--- config.mk ---
export PLATFORM = sky130hd
export DESIGN_NAME = branch_dir_table
export DESIGN_NICKNAME = d
export VERILOG_FILES = /design/src/rtl/bdt_pkg.sv /design/src/rtl/bdt_index.sv /design/src/rtl/bdt_train.sv /design/src/rtl/bdt_read.sv /design/src/rtl/branch_dir_table.sv
export SDC_FILE = /design/constraint.sdc
export NUM_CORES = 1
export LEC_CHECK = 0
export BUFFER_PORTS_ARGS = -buffer_cell sky130_fd_sc_hd__buf_2
export CAP_MARGIN = 20
export CORE_MARGIN = 5
export CORE_UTILIZATION = 49
export DETAILED_ROUTE_END_ITERATION = 8
export PLACE_DENSITY = 0.75
export SLEW_MARGIN = 10
export SYNTH_ARGS = -nofsm -noshare
export SYNTH_HDL_FRONTEND = slang
export SYNTH_HIERARCHICAL = 1
export SYNTH_SLANG_ARGS = --single-unit
--- constraint.sdc ---
create_clock -name clk_i -period 3.2 [get_ports clk_i]
set_clock_uncertainty 0.2 [all_clocks]
set_input_delay 0.16 -clock clk_i [delete_from_list [all_inputs] [get_ports clk_i]]
set_output_delay 0.16 -clock clk_i [all_outputs]
set_load 0.01 [all_outputs]
--- src/rtl/bdt_pkg.sv ---
package bdt_pkg;

    typedef struct packed {
        logic       vld;
        logic [1:0] ctr;
    } bdt_entry_t;

    localparam logic [1:0] CTR_STRONG_NT = 2'b00;
    localparam logic [1:0] CTR_WEAK_NT   = 2'b01;
    localparam logic [1:0] CTR_WEAK_T    = 2'b10;
    localparam logic [1:0] CTR_STRONG_T  = 2'b11;

endpackage

--- src/rtl/bdt_index.sv ---
module bdt_index #(
    parameter int PC_W  = 32,
    parameter int OFFS  = 1,
    parameter int IDX_W = 4
) (
    input  logic [PC_W-1:0]  pc_i,
    output logic [IDX_W-1:0] idx_o
);
    logic unused_pc_bits;

    assign idx_o          = pc_i[OFFS +: IDX_W];
    assign unused_pc_bits = ^pc_i;
endmodule

--- src/rtl/bdt_train.sv ---
module bdt_train
    import bdt_pkg::*;
(
    input  bdt_entry_t cur_i,
    input  logic       taken_i,
    output bdt_entry_t nxt_o
);
    always_comb begin
        nxt_o.vld = 1'b1;
        if (!cur_i.vld) begin
            nxt_o.ctr = taken_i ? CTR_WEAK_T : CTR_WEAK_NT;
        end else if (taken_i) begin
            nxt_o.ctr = (cur_i.ctr == CTR_STRONG_T) ? CTR_STRONG_T : cur_i.ctr + 2'd1;
        end else begin
            nxt_o.ctr = (cur_i.ctr == CTR_STRONG_NT) ? CTR_STRONG_NT : cur_i.ctr - 2'd1;
        end
    end
endmodule

--- src/rtl/bdt_read.sv ---
module bdt_read
    import bdt_pkg::*;
(
    input  bdt_entry_t ent_i,
    input  logic       req_i,
    output logic       hit_o,
    output logic       taken_o
);
    assign hit_o   = req_i & ent_i.vld;
    assign taken_o = hit_o & ent_i.ctr[1];
endmodule

--- src/rtl/branch_dir_table.sv ---
module branch_dir_table
    import bdt_pkg::*;
#(
    parameter int ENTRIES    = 16,
    parameter int PC_W       = 32,
    parameter bit COMPRESSED = 1'b1
) (
    input  logic            clk_i,
    input  logic            rst_ni,
    input  logic            lkp_valid_i,
    input  logic [PC_W-1:0] lkp_pc_i,
    output logic            lkp_hit_o,
    output logic            lkp_taken_o,
    input  logic            upd_valid_i,
    input  logic [PC_W-1:0] upd_pc_i,
    input  logic            upd_taken_i
);
    localparam int OFFS  = COMPRESSED ? 1 : 2;
    localparam int IDX_W = (ENTRIES > 1) ? $clog2(ENTRIES) : 1;

    generate
        if (ENTRIES == 0) begin : g_absent
            logic unused_inputs;
            assign unused_inputs = ^{clk_i, rst_ni, lkp_valid_i, lkp_pc_i,
                                     upd_valid_i, upd_pc_i, upd_taken_i};
            assign lkp_hit_o     = 1'b0;
            assign lkp_taken_o   = 1'b0;
        end else begin : g_table
            bdt_entry_t       tbl_d [ENTRIES];
            bdt_entry_t       tbl_q [ENTRIES];
            logic [IDX_W-1:0] lkp_idx;
            logic [IDX_W-1:0] upd_idx;
            bdt_entry_t       upd_next;

            bdt_index #(.PC_W(PC_W), .OFFS(OFFS), .IDX_W(IDX_W)) i_lkp_index (
                .pc_i  (lkp_pc_i),
                .idx_o (lkp_idx)
            );

            bdt_index #(.PC_W(PC_W), .OFFS(OFFS), .IDX_W(IDX_W)) i_upd_index (
                .pc_i  (upd_pc_i),
                .idx_o (upd_idx)
            );

            bdt_train i_train (
                .cur_i   (tbl_q[upd_idx]),
                .taken_i (upd_taken_i),
                .nxt_o   (upd_next)
            );

            bdt_read i_read (
                .ent_i   (tbl_q[lkp_idx]),
                .req_i   (lkp_valid_i),
                .hit_o   (lkp_hit_o),
                .taken_o (lkp_taken_o)
            );

            always_comb begin
                tbl_d = tbl_q;
                if (upd_valid_i) begin
                    tbl_d[upd_idx] = upd_next;
                end
            end

            always_ff @(posedge clk_i or negedge rst_ni) begin
                if (!rst_ni) begin
                    for (int i = 0; i < ENTRIES; i++) begin
                        tbl_q[i] <= '0;
                    end
                end else begin
                    tbl_q <= tbl_d;
                end
            end
        end
    endgenerate
endmodule

**Yosys cells after proc, flatten, opt, wreduce, memory -nomap -nowiden**

Index checks and enable logic that the tools add are counted.

- Register bits: 48
- Bits of input ports: 69
- Output and inout bits: 2
- Word-level logic and storage cells: 58

- Add/subtract/negate cells: 2
- Magnitude comparators: 3
- Equal/unequal tests: 1
- Muxes and demuxes: 14
- Bitwise operators: 4
- Reductions and logical operators: 2

Operator list:

| cell | number |
|---|---|
| bitwise mux 48 bit | 1 |
| binary-select mux 3 bit (select 4 bit) | 2 |
| two-way mux 3 bit | 5 |
| demux 3 bit (select 4 bit) | 1 |
| >= comparator 5 bit (second input constant) | 2 |
| two-way mux 2 bit | 5 |
| inverter 4 -> 5 bit | 2 |
| < comparator 5 x 1 -> 1 bit (second input constant) | 1 |
| adder 2 x 1 -> 2 bit (second input constant) | 1 |
| bitwise AND 1 bit | 2 |
| == test 2 bit (second input constant) | 1 |
| logical NOT 2 bit | 1 |
| subtractor 2 x 1 -> 2 bit (second input constant) | 1 |
| logical AND 1 bit | 1 |

**Longest topological paths before layout**

Gate-level depths: netlist (run 1).

- Word-level depth: 9
- Depth in mapped cells: 11
- Gate-level depth less buffers: 7

**Cells and area by module**

The synthesis (run 1) kept the hierarchy.

Modules (own cells, without submodules):

| module | instances | cells each | area each (um2) | sequential area each (um2) |
|---|---|---|---|---|
| branch_dir_table | 1 | 186 | 2665.1 | 1201.2 |
| bdt_index | 2 | 4 | 30.0 | 0.0 |
| bdt_train | 1 | 10 | 58.8 | 0.0 |
| bdt_read | 1 | 2 | 12.5 | 0.0 |

**Worst setup path after synthesis (run 1)**

OpenSTA, ideal clock, no wires.

- Kind: input to register
- Start: input port upd_pc_i[1]
- End: register g_table.tbl_q[6] (netlist name)
- Setup time: 0.125 ns
- Data arrival time: 2.040 ns
- Data required time: 2.875 ns
- Path slack: 0.835 ns
- Stages: 11
- Buffers on the path: 4
- Path through: buf_4 buf_6 buf_6 mux4_2 nand3_1 nand3_1 inv_1 o21ai_1 mux2_4 clkbuf_1 mux2_2

RTL lines:

| element | RTL line | source |
|---|---|---|
| start, declared | branch_dir_table.sv:15 | `input logic [PC_W-1:0] upd_pc_i,` |
| end signal, assigned | branch_dir_table.sv:71 | `tbl_q <= tbl_d;` |
| end, declared | branch_dir_table.sv:30 | `bdt_entry_t tbl_q [ENTRIES];` |

==> results by group, run 1 <==
Placed design
  – DP Area: 2720 um^2
  – Post-DP HPWL: 3700 um
  – PortBufs: 14
  – Gpl congestion: 0.7576
  – Placed Cells incl. Taps: 265
  – Post-place setup slack: 0.4147 ns

Clocking
  – Num Clock Sinks: 48
  – # Post-CTS Setup Buffers: 0
  – TritonCTS clock tree: built
  – Post-CTS sizing: 0
  – Clock Latency Late Sink: 0.30 ns
  – CTS buffer count: 5
  – Clock-pin slew on the worst setup and hold paths: 0.08 ns
  – Clock root buffer: clkbuf_8
  – Htree depth: 2
  – CTS Buffer Depth: 2

Global routing
  – Vias in the first global route: 1,751
  – Overall global routing resource usage: 0.1601
  – Largest net degree at the start of global routing: 49
  – GRT Residual Overflow: 0
  – First-pass GRT wire length: 8866 um
  – Antenna violations before repair: 0

Setup path
  – Crit path from: upd_pc_i[1]
  – Critical Path AT: 2.44 ns
  – WP data required: 3.18 ns
  – Reg2Reg Depth: 7
  – R2r setup slk: 0.79 ns
  – Max Fanout on Critical Path: 19
  – RR Startpoint: g_table.tbl_q[38]$_DFFE_PN0P_
  – Crit path capture type: flip-flop
  – Startpoint types: input pin
  – Worst R2R End: g_table.tbl_q[21]$_DFFE_PN0P_
  – WS Path Type: in2reg

STA
  – Fin. max-slew vios: 0
  – Tcrit/Tclk final: 0.7671
  – Slew HR: 0.6231
  – Worst Slack Setup Final: 0.7453 ns
  – Max frequency: 407.4 MHz
  – Worst-margin pin slew: 0.5654 ns
  – Minimum clock period: 2.455 ns
  – Total negative slack: 0 ns
  – Final count of hold timing violations: 0
  – RSZ-0062 raised after global routing: no
  – Hold slack: 0.1720 ns
  – Final setup violation count: 0

Power and ir drop
  – Max VDD drop: 299.5 uV
  – Lkg Pwr: 1.167 nW
  – PwrDens: 661.9 nW/um^2

Floorplan
  – Initial Util: 0.4968
  – Die X: 84.03 um
  – Area of the core: 5405 um^2
  – Die extent in y: 84.03 um
  – Row cnt: 27
  – Ports: 71
  – Die ar.: 7060 um^2

Drt
  – Drt total wl: 5165 um
  – Drt first pass iters: 4
  – DR WL/cell: 18.85 um
  – Vias post-DR: 1,618
  – DR iter-0 viols: 67
  – DR vias/cell: 5.905
  – DRC: 0
  – Routed Antenna Nets: 0

Cells and area
  – Nets: 271
  – Final Cell Area: 2846 um^2
  – Max reg flops: 48
  – Most frequent cells in the layout: 48 x mux2_2, 48 x dfrtp_1, 20 x mux4_2
  – Most flop-heavy register: g_table.tbl_q
  – ANT cells: 0
  – Layout area overhead: 6.011%
  – Fillers: 476
  – Fin cells: 274
  – Fraction of layout cells with a size suffix above 1: 0.4802
  – Top flop regs: g_table.tbl_q: 48 flops

Yosys
  – Syn Nets: 267
  – Post-Synthesis Mean Instance Area: 13.56 um^2
  – Mapped Cells: 198
  – Synth warnings: 6
  – Synth Cell Area: 2685 um^2

Job
  – Max Cap Viol: 0

Run status
  – Status: completed

Hold path
  – Min-delay worst type: in2async
## metrics by stage
step | power [mW] | util
detailed placement | 1.523 | 0.5032
floorplan | 1.373 | -
global placement | 1.483 | 0.5032
global route | 2.005 | 0.5266
CTS | 1.902 | 0.5229
finish | 1.884 | 0.5266
## report_power, final
| group | total [mW] | leakage [nW] | internal [mW] | switching, mW |
|---|---|---|---|---|
| Sequential | 0.948 | 0.587 | 0.818 | 0.130 |
| Combinational | 0.559 | 0.530 | 0.344 | 0.215 |
| Clock | 0.377 | 0.0503 | 0.192 | 0.184 |
| Total | 1.88 | 1.17 | 1.36 | 0.529 |
## layout make-up
cell class,instances,area [um^2],share of cell area
Multi-Input combinational cell,128,1344,0.4721
Clock buffer,7,96.34,0.03385
Inverter,2,7.507,0.002637
Timing Repair Buffer,17,107.6,0.03780
Sequential cell,48,1201,0.4220
Tap cell,72,90.09,0.03165
## worst max-delay path: stages
cell     delay (ns)
buf_2          0.45
mux4_2         0.59
a22oi_1        0.26
nand3_1        0.18
o21ai_0        0.20
o21ai_0        0.10
buf_4          0.20
mux2_2         0.28
## routing by layer
layer	vias up	track usage	wire length, um
met1	854	0.2117	2395
met3	6	0.04146	148
met4	0	0.04094	51
met5	-	0	0
met2	19	0.2626	2570
li1	739	-	-
## timing repair
item	in CTS	in global routing
hold endpoints to repair	48	0
hold buffers	1	0
setup endpoints to repair	0	0
## worst max path at each step
stage | depth (start not counted) | endpoint
after floorplan | 11 | g_table.tbl_q[6]$_DFFE_PN0P_
after detailed placement | 8 | g_table.tbl_q[19]$_DFFE_PN0P_
after global routing | 8 | g_table.tbl_q[13]$_DFFE_PN0P_
after CTS | 8 | g_table.tbl_q[19]$_DFFE_PN0P_
after global placement | 8 | g_table.tbl_q[3]$_DFFE_PN0P_
final | 8 | g_table.tbl_q[19]$_DFFE_PN0P_
Power figures use the tool's default switching activity.
==> run 2: changes to the inputs <==
--- a/config.mk
+++ b/config.mk
@@ -8,9 +8,9 @@
 export BUFFER_PORTS_ARGS = -buffer_cell sky130_fd_sc_hd__buf_2
 export CAP_MARGIN = 20
 export CORE_MARGIN = 5
-export CORE_UTILIZATION = 49
+export CORE_UTILIZATION = 48
 export DETAILED_ROUTE_END_ITERATION = 8
-export PLACE_DENSITY = 0.75
+export PLACE_DENSITY = 0.76
 export SLEW_MARGIN = 10
 export SYNTH_ARGS = -nofsm -noshare
 export SYNTH_HDL_FRONTEND = slang
==> constraint.sdc (replaced) <==
create_clock -name clk_i -period 2.1 [get_ports clk_i]
set_clock_uncertainty 0.2 [all_clocks]
set_input_delay 0.105 -clock clk_i [delete_from_list [all_inputs] [get_ports clk_i]]
set_output_delay 0.105 -clock clk_i [all_outputs]
set_load 0.01 [all_outputs]
==> run 2 against run 1 <==
  * The flow now finishes with violations (setup timing)
  * Die area increased by 1.8%
  * Largest cell class unchanged
  * Design area increased by 11%
  * Global-route usage increased by 1.8 points
  * Final cell count increased by 11%
  * Sequential share of layout area decreased by 4.3 points
  * Total power increased by 68%
  * Worst setup slack got worse by 0.94 ns
  * Via count increased by 8.5%
  * Count of clock-buffer cells in the layout decreased by 1
==> results by group, run 2 (synthesized netlist as in run 1, its figures left out) <==
Cells and area
  – Final Cell Area: 3169 um^2 (+11%)
  – ANT cells: 0 (unchanged)
  – Most frequent cells in the layout: 48 x dfrtp_1, 37 x mux2_2, 28 x buf_4
  – Most common cell after layout, fill and taps aside: dfrtp_1
  – Most flop-heavy register: g_table.tbl_q
  – Nets: 301 (+11%)
  – Fraction of layout cells with a size suffix above 1: 0.5991 (+0.1189)
  – Top flop regs: g_table.tbl_q: 48 flops
  – Max reg flops: 48 (unchanged)
  – Layout area overhead: 18.03%

Job
  – Max Cap Viol: 0 (unchanged)

Clocking
  – TritonCTS clock tree: built
  – Clock Latency Late Sink: 0.30 ns (about the same)
  – Num Clock Sinks: 48 (unchanged)
  – Htree depth: 2 (unchanged)
  – Clock-pin slew on the worst setup and hold paths: 0.08 ns (about the same)
  – CTS buffer count: 5 (unchanged)
  – CTS Buffer Depth: 2 (unchanged)
  – Clock root buffer: clkbuf_8

Drt
  – Routed Antenna Nets: 0 (unchanged)
  – Vias post-DR: 1,756 (+8.5%)
  – DR vias/cell: 5.776 (-2.2%)
  – Drt total wl: 5779 um (+12%)
  – Drt first pass iters: 4 (unchanged)
  – DRC: 0 (unchanged)
  – DR WL/cell: 19.01 um (+0.85%)
  – DR iter-0 viols: 109 (+63%)

Global routing
  – Vias in the first global route: 1,927 (+10%)
  – First-pass GRT wire length: 9798 um (+11%)
  – GRT Residual Overflow: 0 (unchanged)
  – Overall global routing resource usage: 0.1782 (+0.01809)
  – Largest net degree at the start of global routing: 19 (-61%)
  – Antenna violations before repair: 0 (unchanged)

Placed design
  – Post-DP HPWL: 4266 um (+15%)
  – Gpl congestion: 0.8394 (+11%)
  – PortBufs: 14 (unchanged)
  – DP Area: 2993 um^2 (+10%)

Setup path
  – Max Fanout on Critical Path: 8 (-11)
  – Startpoint types: flip-flop
  – Crit path from: g_table.tbl_q[38]$_DFFE_PN0P_
  – Reg2Reg Depth: 7 (unchanged)
  – Crit path capture type: flip-flop
  – RR Startpoint: g_table.tbl_q[38]$_DFFE_PN0P_
  – Critical Path AT: 2.28 ns (-0.16 ns)
  – WS Path Type: reg2reg
  – WP data required: 2.08 ns (-1.10 ns)

STA
  – Max frequency: 435.9 MHz
  – Fin. max-slew vios: 0 (unchanged)
  – RSZ-0062 raised after global routing: yes
  – Minimum clock period: 2.294 ns
  – Tcrit/Tclk final: 1.092
  – Worst-margin pin slew: 0.5776 ns (+0.01219 ns)
  – Slew HR: 0.6118 (-0.01133)
  – Worst Slack Setup Final: -0.1942 ns (-0.9395 ns)
  – Total negative slack: -4.638 ns (-4.638 ns)
  – Final count of hold timing violations: 0 (unchanged)
  – Final setup violation count: 33 (+33)

Run status
  – Failing checks: setup timing
  – Status: finished with violations

Floorplan
  – Die ar.: 7189 um^2 (+1.8%)
  – Row cnt: 27 (unchanged)
  – Area of the core: 5473 um^2 (+1.3%)
  – Initial Util: 0.4906 (-0.006133)
  – Die extent in y: 84.79 um (+0.91%)
  – Ports: 71 (unchanged)
  – Die X: 84.79 um (+0.91%)

Power and ir drop
  – Max VDD drop: 383.0 uV (+28%)
  – Lkg Pwr: 1.361 nW (+17%)
  – PwrDens: 997.8 nW/um^2 (+51%)

Hold path
  – Min-delay worst type: in2async
## run 2: cell count changes in the layout (fill, tap and decap cells not counted), moves of 2 or more
cell / previous run / this run
a21oi_1: 2 / 0
a21oi_2: 0 / 2
a22oi_1: 5 / 0
a22oi_2: 0 / 5
buf_4: 1 / 28
clkbuf_8: 7 / 5
inv_1: 2 / 0
inv_2: 0 / 2
mux2_2: 48 / 37
mux2_4: 1 / 13
nand3_1: 12 / 9
nand3_2: 0 / 3
o21ai_0: 2 / 0
## run 2: final timing paths
kind / endpoint / slack [ns]
min in group clk_i: g_table.tbl_q[0]$_DFFE_PN0P_ / 0.18
worst min register to register: g_table.tbl_q[27]$_DFFE_PN0P_ / 0.31
worst max register to register: g_table.tbl_q[21]$_DFFE_PN0P_ / -0.19
max in group asynchronous: g_table.tbl_q[0]$_DFFE_PN0P_ / 1.09
worst min-delay path: g_table.tbl_q[47]$_DFFE_PN0P_ / 0.05
worst max-delay path: g_table.tbl_q[21]$_DFFE_PN0P_ / -0.19
## run 2: metrics by stage
| stage | hold WS [ns] | power (mW) | util | setup WS, ns | cells |
|---|---|---|---|---|---|
| 5_1_grt | 0.07420 | 3.355 | 0.5791 | -0.2340 | 304 |
| 3_3_place_gp | -0.1708 | 2.502 | 0.5469 | -0.2385 | 292 |
| 4_1_cts | 0.03457 | 3.116 | 0.5716 | -0.1553 | 302 |
| 6_report | 0.04532 | 3.162 | 0.5791 | -0.1942 | 304 |
| 3_5_place_dp | -0.1642 | 2.544 | 0.5469 | -0.2870 | 292 |
| 2_1_floorplan | -0.3906 | 2.160 | - | -0.1329 | 198 |
## run 2: metal layers
metal / track usage / part of all wire
met5: 0 / 0
met4: 0.05468 / 0.012
met3: 0.05594 / 0.068
met2: 0.2833 / 0.48
met1: 0.2342 / 0.44
## run 2: final cells by class
| type | instances | area (um^2) |
|---|---|---|
| Fill cell | 447 | 2303 |
| Timing Repair Buffer | 46 | 341.6 |
| Inverter | 2 | 7.507 |
| Sequential cell | 48 | 1201 |
| Clock buffer | 6 | 72.57 |
| Multi-Input combinational cell | 129 | 1451 |
| Tap cell | 72 | 90.09 |
| Clock inverter | 1 | 5.005 |
## run 2: repair_timing
item | CTS | global route
gates cloned | 1 | 0
endpoints found under the hold margin | 48 | 0
setup endpoints to repair | 34 | 34
pin swaps | 4 | 7
hold buffers | 1 | 0
gates resized for setup | 7 | 9
setup buffers | 1 | 2
## run 2: worst max-delay path, cell delays in order, from the launching register on
cell and delay (ns):
dfrtp_1 0.39, mux4_2 0.51, a22oi_2 0.22, nand3_2 0.12, inv_2 0.09, a21oi_2 0.04
mux2_4 0.31, mux2_4 0.29
## run 2: where the power goes
part	switching (mW)	internal, mW
logic	0.442	0.766
clock network	0.291	0.227
registers	0.191	1.25
==> run 3: changes to the inputs <==
--- a/config.mk
+++ b/config.mk
@@ -8,9 +8,10 @@
 export BUFFER_PORTS_ARGS = -buffer_cell sky130_fd_sc_hd__buf_2
 export CAP_MARGIN = 20
 export CORE_MARGIN = 5
-export CORE_UTILIZATION = 48
+export CORE_UTILIZATION = 49
 export DETAILED_ROUTE_END_ITERATION = 8
-export PLACE_DENSITY = 0.76
+export PLACE_DENSITY = 0.75
+export RECOVER_POWER = 50
 export SLEW_MARGIN = 10
 export SYNTH_ARGS = -nofsm -noshare
 export SYNTH_HDL_FRONTEND = slang
==> constraint.sdc (replaced) <==
create_clock -name clk_i -period 2.74 [get_ports clk_i]
set_clock_uncertainty 0.2 [all_clocks]
set_input_delay 0.137 -clock clk_i [delete_from_list [all_inputs] [get_ports clk_i]]
set_output_delay 0.137 -clock clk_i [all_outputs]
set_load 0.01 [all_outputs]
==> run 3 against run 2 <==
  * Critical path depth is the same
  * The flow now finishes without violations
  * Maximum frequency shrank 4.0%
  * Global-route usage shrank 0.73 points
  * Routed wire length shrank 8.9%
  * Largest cell class unchanged
  * Sequential cell count is the same
  * Non-clock buffer count shrank 27
  * Design area shrank 11%
  * Die area shrank 1.8%
  * Via count shrank 7.6%
==> results by group, run 3 (synthesized netlist as in run 1, its figures left out) <==
Drt
  – Vias post-DR: 1,622 (-7.6%)
  – Drt total wl: 5265 um (-8.9%)
  – DR vias/cell: 5.856 (+1.4%)
  – Drt first pass iters: 4 (unchanged)
  – DR iter-0 viols: 81 (-26%)
  – DR WL/cell: 19.01 um (about the same)
  – Routed Antenna Nets: 0 (unchanged)
  – DRC: 0 (unchanged)

Global routing
  – Vias in the first global route: 1,805 (-6.3%)
  – Largest net degree at the start of global routing: 49 (+30)
  – GR Util met1: 0.2282 (-0.005937)
  – Overall global routing resource usage: 0.1709 (-0.007306)
  – Most Used Layer, Global Route: met2
  – Met2 layer usage reported by global route: 0.2726 (-0.01068)
  – M3 GR Usage: 0.04047 (-0.01546)
  – GRT Residual Overflow: 0 (unchanged)
  – Antenna violations before repair: 0 (unchanged)
  – First-pass GRT wire length: 9321 um (-4.9%)

Hold path
  – Min-delay worst type: in2reg
  – Hold-critical path depth: 4

Setup path
  – Buffers plus inverters on the worst setup path: 1 (unchanged)
  – CP top delay family: multiplexers
  – Slowest-stage cell, CP: mux4_2
  – Reg2Reg Depth: 7 (unchanged)
  – Crit-path cells: mux4_2, a22oi_1, nand3_1, inv_1, a21oi_1, mux2_4, mux2_2
  – Critical Path AT: 2.37 ns (+0.09 ns)
  – Worst path max stage delay: 0.49 ns (-0.02 ns)
  – Worst path depth: 7 (unchanged)
  – Crit path capture type: flip-flop
  – Startpoint types: flip-flop
  – WS Path Type: reg2reg
  – WP data required: 2.73 ns (+0.65 ns)
  – Max Fanout on Critical Path: 16 (+8)

STA
  – Fin. max-slew vios: 0 (unchanged)
  – Final count of hold timing violations: 0 (unchanged)
  – Max frequency: 418.6 MHz (-4.0%)
  – Worst-margin pin slew: 1.193 ns (+0.6152 ns)
  – Minimum clock period: 2.389 ns (+0.09444 ns)
  – Worst Slack Setup Final: 0.3513 ns (+0.5456 ns)
  – RSZ-0062 raised after global routing: no
  – Final setup violation count: 0 (-100%)
  – Total negative slack: 0 ns (+4.638 ns)
  – Tcrit/Tclk final: 0.8718 (-0.2207)
  – Slew HR: 0.2049 (-0.4069)

Floorplan
  – Row cnt: 27 (unchanged)
  – Initial Util: 0.4968 (+0.006133)
  – Die ar.: 7060 um^2 (-1.8%)
  – Area of the core: 5405 um^2 (-1.2%)
  – Ports: 71 (unchanged)
  – Die X: 84.03 um (-0.90%)
  – Die extent in y: 84.03 um (-0.90%)

Clocking
  – CTS buffer count: 5 (unchanged)
  – Clock-pin slew on the worst setup and hold paths: 0.09 ns (about the same)
  – Clock Latency Late Sink: 0.30 ns (about the same)
  – Num Clock Sinks: 48 (unchanged)
  – Post-CTS sizing: 0 (-7)
  – Htree depth: 2 (unchanged)
  – TritonCTS clock tree: built
  – CTS Buffer Depth: 2 (unchanged)
  – Clock root buffer: clkbuf_8

Cells and area
  – Layout area overhead: 5.638%
  – Most frequent cells in the layout: 48 x mux2_2, 48 x dfrtp_1, 20 x mux4_2
  – Max reg flops: 48 (unchanged)
  – Fraction of layout cells with a size suffix above 1: 0.4732 (-0.1260)
  – Final Cell Area: 2836 um^2 (-11%)
  – ANT cells: 0 (unchanged)
  – Top flop regs: g_table.tbl_q: 48 flops
  – Most flop-heavy register: g_table.tbl_q
  – Nets: 273 (-9.3%)

Placed design
  – Post-DP HPWL: 3759 um (-12%)
  – Post-place setup slack: 0.1986 ns (+0.4856 ns)
  – Gpl congestion: 0.8249 (-1.7%)
  – PortBufs: 14 (unchanged)
  – DP Area: 2743 um^2 (-8.4%)

Power and ir drop
  – Max VDD drop: 325.2 uV (-15%)
  – Comb pwr share: 0.295 (-0.087)
  – P_sw: 0.6336 mW (-31%)
  – Cell Int Power: 1.564 mW (-30%)
  – Lkg Pwr: 1.167 nW (-14%)
  – Switching Fraction: 0.2884 (-0.003633)
  – Power, Total: 2.197 mW (-31%)
  – PwrDens: 774.7 nW/um^2 (-22%)
  – Reg power frac: 0.509 (+0.055)
  – Clock power share: 0.196 (+0.032)

Run status
  – Status: completed

Job
  – Max Cap Viol: 0 (unchanged)
==> run 3: changes by cell type in the layout (fill, tap and decap cells not counted), moves of 3 or more <==
cell / previous run / this run
nand3_1: 9 / 12
nand3_2: 3 / 0
a22oi_1: 0 / 5
mux2_4: 13 / 1
buf_4: 28 / 4
mux2_2: 37 / 48
a22oi_2: 5 / 0
==> run 3: cell type report <==
| type | instances | area, um^2 |
|---|---|---|
| clock buffer | 8 | 90.09 |
| fill | 481 | 2569 |
| inverter | 2 | 7.507 |
| multi-input combinational | 128 | 1338 |
| sequential | 48 | 1201 |
| tap | 72 | 90.09 |
| timing repair buffer | 19 | 110.1 |
==> run 3: power groups by stage <==
stage               Combinational, mW  Clock [mW]  Sequential [mW]
global placement                0.632           0             1.10
global route                    0.718       0.479             1.15
CTS                             0.655       0.443             1.12
detailed placement              0.653           0             1.13
finish                          0.649       0.430             1.12
floorplan                       0.540           0             1.06
==> run 3: worst register-to-register path, cell delays in order, from the launching register on <==
cell and delay (ns):
dfrtp_1 0.41, mux4_2 0.49, a22oi_1 0.23, nand3_1 0.16, inv_1 0.10, a21oi_1 0.04, mux2_4 0.35, mux2_2 0.29
==> run 3: path summary, 6_finish.rpt <==
path | slack (ns) | startpoint | end
max in group asynchronous | 1.21 | rst_ni | g_table.tbl_q[23]$_DFFE_PN0P_
max reg2reg | 0.35 | g_table.tbl_q[38]$_DFFE_PN0P_ | g_table.tbl_q[21]$_DFFE_PN0P_
min in group asynchronous | 0.41 | rst_ni | g_table.tbl_q[9]$_DFFE_PN0P_
min reg2reg | 0.31 | g_table.tbl_q[3]$_DFFE_PN0P_ | g_table.tbl_q[3]$_DFFE_PN0P_
max | 0.35 | g_table.tbl_q[38]$_DFFE_PN0P_ | g_table.tbl_q[21]$_DFFE_PN0P_
min | 0.21 | upd_valid_i | g_table.tbl_q[4]$_DFFE_PN0P_
==> run 3: repair_timing <==
| action | in CTS | in global routing |
|---|---|---|
| setup endpoints to repair | 0 | 0 |
| hold buffers | 1 | 0 |
| setup buffers | 0 | 0 |
| endpoints found under the hold margin | 48 | 0 |
==> run 3: routing by layer <==
metal / share of wire / vias up / routed length (um)
li1: - / 746 / -
met1: 0.44 / 840 / 2322
met2: 0.51 / 32 / 2679
met3: 0.041 / 4 / 215
met4: 0.0089 / 0 / 47
met5: 0 / - / 0
==> run 3: stage by stage <==
step,hold slack [ns],utilization,instances
after floorplan,-0.3586,-,198
after global placement,0.1921,0.5074,268
after detailed placement,0.1949,0.5074,268
after CTS,0.1982,0.5259,277
after global routing,0.2102,0.5248,277
final,0.2083,0.5248,277
